**config.mk**
```make
export PLATFORM = sky130hd
export DESIGN_NAME = tickdiv_watchdog
export DESIGN_NICKNAME = d
export VERILOG_FILES = /design/src/rtl/tdw_pkg.sv /design/src/rtl/tdw_divider.sv /design/src/rtl/tdw_event.sv /design/src/rtl/tdw_watchdog.sv /design/src/rtl/tickdiv_watchdog.sv
export SDC_FILE = /design/constraint.sdc
export NUM_CORES = 1
export LEC_CHECK = 0
export BUFFER_PORTS_ARGS = -buffer_cell sky130_fd_sc_hd__buf_4
export CORE_UTILIZATION = 50
export DETAILED_ROUTE_END_ITERATION = 8
export PLACE_DENSITY = 0.73
export SYNTH_ARGS = -nofsm -noshare
export SYNTH_HDL_FRONTEND = slang
export SYNTH_SLANG_ARGS = --single-unit
```
**constraint.sdc**
```tcl
create_clock -name clk -period 1.3 [get_ports clk]
set_input_delay 0.26 -clock clk [delete_from_list [all_inputs] [get_ports clk]]
set_output_delay 0.26 -clock clk [all_outputs]
set_load 0.02 [all_outputs]
```
**src/rtl/tdw_pkg.sv**
```systemverilog
package tdw_pkg;

  typedef enum logic {
    TAP_FAST = 1'b0,
    TAP_SLOW = 1'b1
  } tap_sel_e;

  // Synchronous rising-edge qualifier with a kill term.
  function automatic logic tap_rise(input logic prev, input logic now, input logic kill);
    return now & ~prev & ~kill;
  endfunction

endpackage

```
**src/rtl/tdw_divider.sv**
```systemverilog
module tdw_divider
  import tdw_pkg::*;
#(
  parameter int DIV_W  = 14,
  parameter int TOP_W  = 4,
  parameter int TAP_LO = 10,
  parameter int TAP_HI = 14
) (
  input  logic clk,
  input  logic rst_n,
  input  logic top_clr,
  output logic ovf,
  output logic rise_lo,
  output logic rise_hi
);
  localparam int LOW_W = DIV_W - TOP_W;

  logic [DIV_W-1:0] cnt;
  logic             prev_lo, prev_hi;
  logic             tap_lo, tap_hi;

  function automatic logic [DIV_W-1:0] next_count(input logic [DIV_W-1:0] c, input logic clr);
    logic [DIV_W-1:0] n;
    n = c + 1'b1;
    if (clr) n[DIV_W-1:LOW_W] = '0;
    return n;
  endfunction

  assign tap_lo  = cnt[TAP_LO-1];
  assign tap_hi  = cnt[TAP_HI-1];
  assign ovf     = (&cnt) & ~top_clr;
  assign rise_lo = tap_rise(prev_lo, tap_lo, top_clr);
  assign rise_hi = tap_rise(prev_hi, tap_hi, top_clr);

  always_ff @(posedge clk or negedge rst_n) begin
    if (!rst_n) begin
      cnt     <= '0;
      prev_lo <= 1'b0;
      prev_hi <= 1'b0;
    end else begin
      cnt     <= next_count(cnt, top_clr);
      prev_lo <= tap_lo;
      prev_hi <= tap_hi;
    end
  end


  count_step_chk: assert property (@(posedge clk) disable iff (!rst_n)
    !top_clr |=> (cnt == DIV_W'($past(cnt) + 1'b1)));

  top_clear_chk: assert property (@(posedge clk) disable iff (!rst_n)
    top_clr |=> (cnt[DIV_W-1:LOW_W] == '0) &&
                (cnt[LOW_W-1:0] == LOW_W'($past(cnt[LOW_W-1:0]) + 1'b1)));

endmodule

```
**src/rtl/tdw_event.sv**
```systemverilog
module tdw_event (
  input  logic clk,
  input  logic rst_n,
  input  logic ovf,
  input  logic flag_clr,
  input  logic int_en,
  input  logic hold_en,
  output logic evt_flag,
  output logic int_req,
  output logic hold_release
);
  always_ff @(posedge clk or negedge rst_n) begin
    if (!rst_n)        evt_flag <= 1'b0;
    else if (ovf)      evt_flag <= 1'b1;
    else if (flag_clr) evt_flag <= 1'b0;
  end

  assign int_req      = evt_flag & int_en;
  assign hold_release = evt_flag & hold_en;


  flag_set_chk: assert property (@(posedge clk) disable iff (!rst_n)
    ovf |=> evt_flag);

  flag_clear_chk: assert property (@(posedge clk) disable iff (!rst_n)
    (flag_clr && !ovf) |=> !evt_flag);

endmodule

```
**src/rtl/tdw_watchdog.sv**
```systemverilog
module tdw_watchdog
  import tdw_pkg::*;
#(
  parameter int WD_W = 4
) (
  input  logic clk,
  input  logic rst_n,
  input  logic enable,
  input  logic tap_sel,
  input  logic wd_clear,
  input  logic rise_lo,
  input  logic rise_hi,
  output logic rst_req
);
  logic [WD_W-1:0] wd_cnt;
  logic            step;
  logic            wrap;

  assign step = (tap_sel_e'(tap_sel) == TAP_SLOW) ? rise_hi : rise_lo;
  assign wrap = enable & ~wd_clear & step & (&wd_cnt);

  always_ff @(posedge clk or negedge rst_n) begin
    if (!rst_n) begin
      wd_cnt  <= '0;
      rst_req <= 1'b0;
    end else begin
      rst_req <= wrap;
      if (!enable || wd_clear || wrap) wd_cnt <= '0;
      else if (step)                   wd_cnt <= wd_cnt + 1'b1;
    end
  end


  rst_pulse_chk: assert property (@(posedge clk) disable iff (!rst_n)
    rst_req |=> !rst_req);

  zero_after_req_chk: assert property (@(posedge clk) disable iff (!rst_n)
    rst_req |-> (wd_cnt == '0));

  clear_wins_chk: assert property (@(posedge clk) disable iff (!rst_n)
    wd_clear |=> (wd_cnt == '0) && !rst_req);

  disabled_quiet_chk: assert property (@(posedge clk) disable iff (!rst_n)
    !enable |=> (wd_cnt == '0) && !rst_req);

endmodule

```
**src/rtl/tickdiv_watchdog.sv**
```systemverilog
module tickdiv_watchdog #(
  parameter int DIV_W  = 14,
  parameter int TOP_W  = 4,
  parameter int TAP_LO = 10,
  parameter int TAP_HI = 14,
  parameter int WD_W   = 4
) (
  input  logic clk,
  input  logic rst_n,
  input  logic wd_enable,
  input  logic tap_sel,
  input  logic div_top_clr,
  input  logic wd_clear,
  input  logic flag_clr,
  input  logic int_en,
  input  logic hold_en,
  output logic evt_flag,
  output logic int_req,
  output logic hold_release,
  output logic wd_reset_req
);
  logic div_ovf;
  logic tap_rise_lo;
  logic tap_rise_hi;

  tdw_divider #(
    .DIV_W (DIV_W),
    .TOP_W (TOP_W),
    .TAP_LO(TAP_LO),
    .TAP_HI(TAP_HI)
  ) u_div (
    .clk    (clk),
    .rst_n  (rst_n),
    .top_clr(div_top_clr),
    .ovf    (div_ovf),
    .rise_lo(tap_rise_lo),
    .rise_hi(tap_rise_hi)
  );

  tdw_event u_evt (
    .clk         (clk),
    .rst_n       (rst_n),
    .ovf         (div_ovf),
    .flag_clr    (flag_clr),
    .int_en      (int_en),
    .hold_en     (hold_en),
    .evt_flag    (evt_flag),
    .int_req     (int_req),
    .hold_release(hold_release)
  );

  tdw_watchdog #(
    .WD_W(WD_W)
  ) u_wd (
    .clk     (clk),
    .rst_n   (rst_n),
    .enable  (wd_enable),
    .tap_sel (tap_sel),
    .wd_clear(wd_clear),
    .rise_lo (tap_rise_lo),
    .rise_hi (tap_rise_hi),
    .rst_req (wd_reset_req)
  );


  no_edge_on_clear_chk: assert property (@(posedge clk) disable iff (!rst_n)
    div_top_clr |-> !div_ovf && !tap_rise_lo && !tap_rise_hi);

endmodule

```
# Yosys cells after proc, flatten, opt, wreduce, memory -nomap -nowiden
# Cells that the tools add are included.
dict set report op_classes {
  n_addsub 2
  mux 6
  n_bitwise 14
  n_reduce_logical 7
}
# operator n
set op_table {}
lappend op_table {{adder 14 x 1 -> 14 bit, second input constant} 1}
lappend op_table {{AND reduction 14 bit} 1}
lappend op_table {{two-way mux 4 bit} 3}
lappend op_table {{AND 1 bit} 10}
lappend op_table {{adder 4 x 1 -> 4 bit, second input constant} 1}
lappend op_table {{inverter 1 bit} 4}
lappend op_table {{AND reduction 4 bit} 1}
lappend op_table {{nonzero test 2 bit} 2}
lappend op_table {{two-way mux 1 bit} 3}
lappend op_table {{logical OR 1 bit} 2}
lappend op_table {{logical NOT 1 bit} 1}
dict set report totals {
  ff_bits 22
  input_bits 9
  output_inout_bits 4
  elab_cells 35
}

# Longest topological paths before layout
# Gate-level depths: netlist of run 1.
dict set report logic_depth {
  depth_word 8
  ltp_mapped 4
  ltp_nobuf 4
}

# Hierarchy
# A second synthesis of run 1 with hierarchy kept.
dict set report hier_totals {
  cells_unflattened 93
  hier_area_um2 1032.2
}
# module instances cells_per_inst area_each_um2 seq_area_each_um2
set by_module_without_submodules {}
lappend by_module_without_submodules {tdw_divider 1 62 724.4 400.4}
lappend by_module_without_submodules {tdw_watchdog 1 26 257.7 125.1}
lappend by_module_without_submodules {tdw_event 1 5 50.0 25.0}

# Least setup slack after synthesis of run 1
# No wires, ideal clock.
dict set report synth_path {
  kind {reg2reg}
  startpoint {register u_div.cnt[0]}
  endpoint {register u_div.cnt[12]}
  setup_ns 0.125
  arrival_ns 1.279
  required_ns 1.175
  slack_ns -0.103
  stages_incl_launch_ff 5
  path_buffers 0
  period_less_slack_ns 1.403
  path_cell_list {dfrtp_1 > ha_1 > inv_1 > nor4_1 > mux2_2}
}
dict set report synth_between {
  elab_chain_len 2
}
# element line
set synth_lines {}
lappend synth_lines {{start, declared} tdw_divider.sv:18} ;# logic [DIV_W-1:0] cnt;
lappend synth_lines {{start signal, assigned} tdw_divider.sv:41} ;# cnt <= next_count(cnt, top_clr);
lappend synth_lines {{adder 14 x 1 -> 14 bit} tdw_divider.sv:24} ;# n = c + 1'b1;
lappend synth_lines {{two-way mux 4 bit} tdw_divider.sv:25} ;# if (clr) n[DIV_W-1:LOW_W] = '0;
# Every way passes these cells.
# A chain may end at the register's enable or synchronous reset.

# Worst setup path after layout of run 1
dict set report layout_path {
  startpoint {register u_div.cnt[0]}
  endpoint {register u_div.cnt[10]}
}
# The elaborated chain is that of the path after synthesis.

==> metrics.txt, run 1 <==
status=complete, but fails checks; failing checks=negative setup slack; register area=approximately 550 sq um; EDFF count, synth=0; Final Skew=between 0.002 and 0.003 ns; synth top area cells=dfrtp_1 (50%), xor2_1 (4.0%), nand3_1 (3.7%); cts bufs inserted=3; Hold Fails Final Rpt=0; post-layout min period=1.38 ns; first-pass GRT wire length=approximately 4000 um; CTS sink cnt=22; Hold Crit Class=in2reg; register bit total from synthesis=22; Top delay family on crit path=compound AO/OA/AOI/OAI gates; gpl congestion=around 0.84; top-count cell post-synth=dfrtp_1; Worst Setup End Kind=flip-flop; most frequent cells after synthesis=dfrtp_1 (22), nand3_1 (8); Remaining DRCs=0; Post-Syn Area=1090 sq um; max-cap violations=0; GRT Total Usage=between 20 and 25%; asr flop ratio synth=between 90% and 100%; core footprint=around 2000 sq um; Final Net Count=around 150; placed inst area=roughly 1300 sq um; RSZ-0062 raised after global routing=yes; via count=around 900; wire per inst=14.6 um; Die Area=between 2000 and 2500 sq um; unique cell type count in the Yosys netlist=36; clock-pin transition on the worst setup and hold timing paths=~0.12 ns; area growth from synthesis to layout=37.0%; clock buffer depth=2; Multi-input gate area=around 610 sq um; Data arrival, critical path=1.58 ns; initial antenna violation count=0; relative slew slack=about three quarters; Worst Max-Slew Pin Slew=0.384 ns; vias per cell=roughly 5.5; maximum fanout along the worst path=4; clock root buffer=clkbuf_4; # diodes=0; Initial Utilization=between 50% and 60%; Buffers on Ports=12; Critical-path top delay cell=dfrtp_1; # setup viols final=4; num rows=16; DR iter-0 viols=14; Die Width=48.8 um; hold_ws=0.129 ns; detailed-route wire length=2360 um; critical path, cell by cell=ha_2 > inv_2 > buf_4 > o31ai_1 > a21oi_2; FMAX=slightly above 0.7 GHz; hold path startpoint=flag_clr; Slew Viols, Final=0; fillcell total=between 100 and 150; PD cells=about 750 nW/um^2; Synthesized Nets=around 110; total gr overflow=0; final cycle utilization of the critical path=106%; vias in the first global route=between 900 and 1000; Crit path largest cell delay=between 0.4 and 0.5 ns; Post-Syn Instances=101; # H-tree levels=1; Worst setup SP type=flip-flop; Synth top area share=between 50 and 60%; sequential-to-total area share from yosys stat=between 50 and 60%; Synth Area per Inst=10.8 sq um; leakage dissipation=0.000680 uW; post-route ant nets=0; Synth Warn #=0; worst-skew pair later-pin latency=around 0.30 ns; share of cells above drive strength 1=40.7%; worst setup margin=-0.0830 ns; Finished Cell Area=1500 sq um; Crit path buffers/inverters=2; drt pass-1 iters=4; Ports=13; Final HPWL DP=between 1500 and 2000 um; main flop type after synthesis=dfrtp_1; crit path kind=reg2reg; worst endpoint required time=around 1.5 ns; largest net degree at the start of global routing=23; Die H=slightly below 50 um; Synth area leader=dfrtp_1; Fin Setup TNS=-0.143 ns; total power=1120 uW; Max IR drop VDD=0.640 mV; TritonCTS clock tree=done; RR Startpoint=u_div.cnt[0]; Crit. Startpoint=u_div.cnt[0]
[placed cells by master (no fill, tap or decap), types with 4 or more instances in the layout]
cell type,instances
buf_4,26
buf_6,4
dfrtp_1,22
inv_1,4
nand2_1,5
nand2b_1,4
nand3_1,7
nor2_1,5
nor2b_1,4
xor2_1,5
[path summary, 6_finish.rpt]
path	to	slack [ns]	cells after the start
worst min register to register	u_div.prev_hi	0.51	0
worst max-delay path	u_div.cnt[10]	-0.08	5
worst min-delay path	u_evt.evt_flag	0.13	2
worst max register to register	u_div.cnt[10]	-0.08	5
max in group asynchronous	u_wd.wd_cnt[2]	0.72	2
min in group asynchronous	u_wd.wd_cnt[3]	0.36	2
[report_power, final]
| group | internal [uW] | total (uW) | leakage, uW | switching, uW |
|---|---|---|---|---|
| clock network | 171 | 381 | 0.0000210 | 211 |
| registers | 684 | 684 | 0.000293 | 0.000000000000169 |
| logic | 25.3 | 55.8 | 0.000366 | 30.5 |
| total | 880 | 1120 | 0.000680 | 241 |
[sequential cells by signal, indices dropped and copies added, names as in the netlist]
register and count:
u_div.cnt 14, u_div.prev_hi 1, u_div.prev_lo 1, u_evt.evt_flag 1, u_wd.rst_req 1, u_wd.wd_cnt 4
[metrics by stage]
| stage | instances | util [%] | setup slack, ns |
|---|---|---|---|
| 5_1_grt | 162 | 74.8 | -0.108 |
| 3_5_place_dp | 152 | 65.9 | -0.0512 |
| 4_1_cts | 161 | 70.6 | -0.0209 |
| 2_1_floorplan | 101 | - | -0.0151 |
| 3_3_place_gp | 152 | 65.9 | -0.0141 |
| 6_report | 162 | 74.8 | -0.0830 |
[what timing repair did]
| item | CTS | global route |
|---|---|---|
| endpoints found under the hold margin | 22 | 0 |
| resized for setup | 3 | 17 |
| pin swaps | 1 | 8 |
| buffers inserted | 4 | 1 |
| setup endpoints to repair | 7 | 14 |
| hold buffers | 1 | 0 |
| cloned | 0 | 0 |
[metal layers]
metal,global-route usage (%),vias up,share of wire [%]
met3,1.89,2,1.9
met2,40.7,14,56
met5,0,-,0
met4,8.82,0,0.59
met1,26.0,452,42
li1,-,430,-
[cell families (layout without fill, tap and decap cells)]
kind of cell | Yosys count | after routing | synth area share (%)
simple gates | 47 | 47 | 27.9
fa+ha+maj | 2 | 2 | 2.29
mux | 4 | 4 | 3.89
compound gates | 12 | 12 | 7.09
flops | 22 | 22 | 50.3
buf+inv | 6 | 40 | 2.06
xor+xnor | 8 | 8 | 6.41
[cell type report]
cell class / instances / share of cell area [%]
Timing Repair Buffer: 31 / 16.7
Tap cell: 27 / 2.26
Sequential cell: 22 / 36.8
Clock buffer: 4 / 2.42
Inverter: 5 / 1.25
Multi-Input combinational cell: 73 / 40.6
(Power assumes the default switching activity.)
==> run 2, diff against run 1 <==
- SKIP_LAST_GASP: not set -> 1
==> metrics.txt, run 2 (same netlist as run 1, synthesis figures left out) <==
status=complete, but fails checks; failing checks=negative setup slack; Largest Register=u_div.cnt; Cells after DPL=152; first-pass GRT wire length=roughly 4000 um; Ports=13; Max IR drop VDD=0.635 mV; hold path cells=2; maximum fanout along the worst path=4; detailed-route wire length=between 2000 and 2500 um; Final HPWL DP=around 1600 um; Final Skew=0.00432 ns; vias per cell=between 5 and 6; FF-to-FF path depth=5; flop-to-flop setup slack=-0.06 ns; hold path startpoint=flag_clr; most common cell after layout, fill and taps aside=buf_4; worst endpoint required time=roughly 1.5 ns; DR iter-0 viols=15; Fin Setup TNS=-0.154 ns; Worst setup SP type=flip-flop; FMAX=~0.74 GHz; Final Net Count=between 100 and 150; initial antenna violation count=0; # diodes=0; max-cap violations=0; GRT Total Usage=22.0%; final cycle utilization of the critical path=104%; Finished Layout Cells=roughly 160; leakage dissipation=0.000679 uW; clock root buffer=clkbuf_4; clock buffer depth=2; hold_ws=0.125 ns; Die Width=approximately 49 um; max reg flops=14; worst-skew pair later-pin latency=just over 0.3 ns; PD cells=about 750 nW/um^2; Top Registers=u_div.cnt: 14 flops, u_wd.wd_cnt: 4 flops; RR Endpoint=u_div.cnt[10]; Crit path largest cell delay=~0.41 ns; drt pass-1 iters=4; vias in the first global route=slightly above 900; Die H=between 40 and 50 um; gpl congestion=~0.84; RSZ-0062 raised after global routing=yes; Buffers on Ports=12; cts bufs inserted=3; pre-CTS setup slack=-0.0512 ns; Slew Viols, Final=0; Die Area=around 2400 sq um; crit path kind=reg2reg; post-route ant nets=0; Hold Path End=u_evt.evt_flag; Hold Fails Final Rpt=0; Remaining DRCs=0; critical path, cell by cell=ha_2 > inv_2 > buf_4 > o31ai_1 > a21oi_2; core footprint=between 2000 and 2500 sq um; num rows=16; worst setup margin=-0.0557 ns; share of cells above drive strength 1=between 40% and 50%; Finished Cell Area=roughly 1500 sq um; Hold Crit Class=in2reg; TritonCTS clock tree=done; CTS sink cnt=22; Data arrival, critical path=approximately 1.6 ns; commonest cells after routing, fill and taps aside=buf_4 (26), dfrtp_1 (22), nand3_1 (7); post-layout min period=about 1.4 ns; clock-pin transition on the worst setup and hold timing paths=0.12 ns; Initial Utilization=54.6%; largest net degree at the start of global routing=23; relative slew slack=between 70 and 80%; # setup viols final=5; Worst Setup End Kind=flip-flop; Worst Max-Slew Pin Slew=a little over 0.4 ns; # H-tree levels=1; total gr overflow=0; area growth from synthesis to layout=36.2%; RR Startpoint=u_div.cnt[0]; via count=approximately 890; placed inst area=approximately 1300 sq um; Critical-path top delay cell=dfrtp_1; wire per inst=around 14 um
run 2: cell types whose count changed in the layout (fill, tap and decap cells not counted):
cell     previous run  this run
mux2_4              1         0
o21ai_1             1         0
o21ai_0             0         1
nor3_1              2         3
mux2_2              1         2
nor3_2              1         0
run 2: repair_timing:
item,in CTS,in global routing
hold buffers,1,0
setup endpoints to repair,7,14
pin swaps,1,7
hold endpoints to repair,22,0
resized for setup,3,14
buffers inserted,4,1
run 2: where the power goes:
group	switching, uW	internal [uW]	total (uW)
combinational	30.2	25.2	55.4
sequential	0.000000000000167	684	684
clock	211	171	382
run 2: layout make-up:
class                      instances  area [sq um]
inverter                           5          18.8
timing repair buffer              31           250
fill                             147           513
multi-input combinational         73           599
tap                               27          33.8
sequential                        22           551
clock buffer                       4          36.3
run 2: through the flow:
| stage | total power, uW | utilization, % |
|---|---|---|
| 2_1_floorplan | 710 | - |
| 3_3_place_gp | 748 | 65.9 |
| 3_5_place_dp | 750 | 65.9 |
| 4_1_cts | 1130 | 70.6 |
| 5_1_grt | 1170 | 74.4 |
| 6_report | 1120 | 74.4 |
run 2: worst max-delay path by stage:
stage | startpoint | endpoint
floorplan | u_div.cnt[3] | u_div.cnt[11]
global placement | u_div.cnt[9] | u_div.cnt[10]
detailed placement | u_div.cnt[9] | u_div.cnt[10]
CTS | u_div.cnt[3] | u_div.cnt[11]
global route | u_div.cnt[0] | u_div.cnt[10]
finish | u_div.cnt[0] | u_div.cnt[10]
run 2: critical path, delay by kind of cell (launching register included):
kind | cells | cell delay (ns)
AO/OA/AOI/OAI | 2 | 0.42
adder cells (fa/ha/maj) | 1 | 0.21
buffers and inverters | 2 | 0.21
flip-flops | 1 | 0.41
run 2: routing by layer:
layer | vias to the layer above | GRT usage (%) | wire (um)
li1 | 431 | - | -
met1 | 439 | 26.0 | 978
met2 | 12 | 40.7 | 1270
met3 | 5 | 1.89 | 46
met4 | 0 | 8.82 | 38
met5 | - | 0 | 0
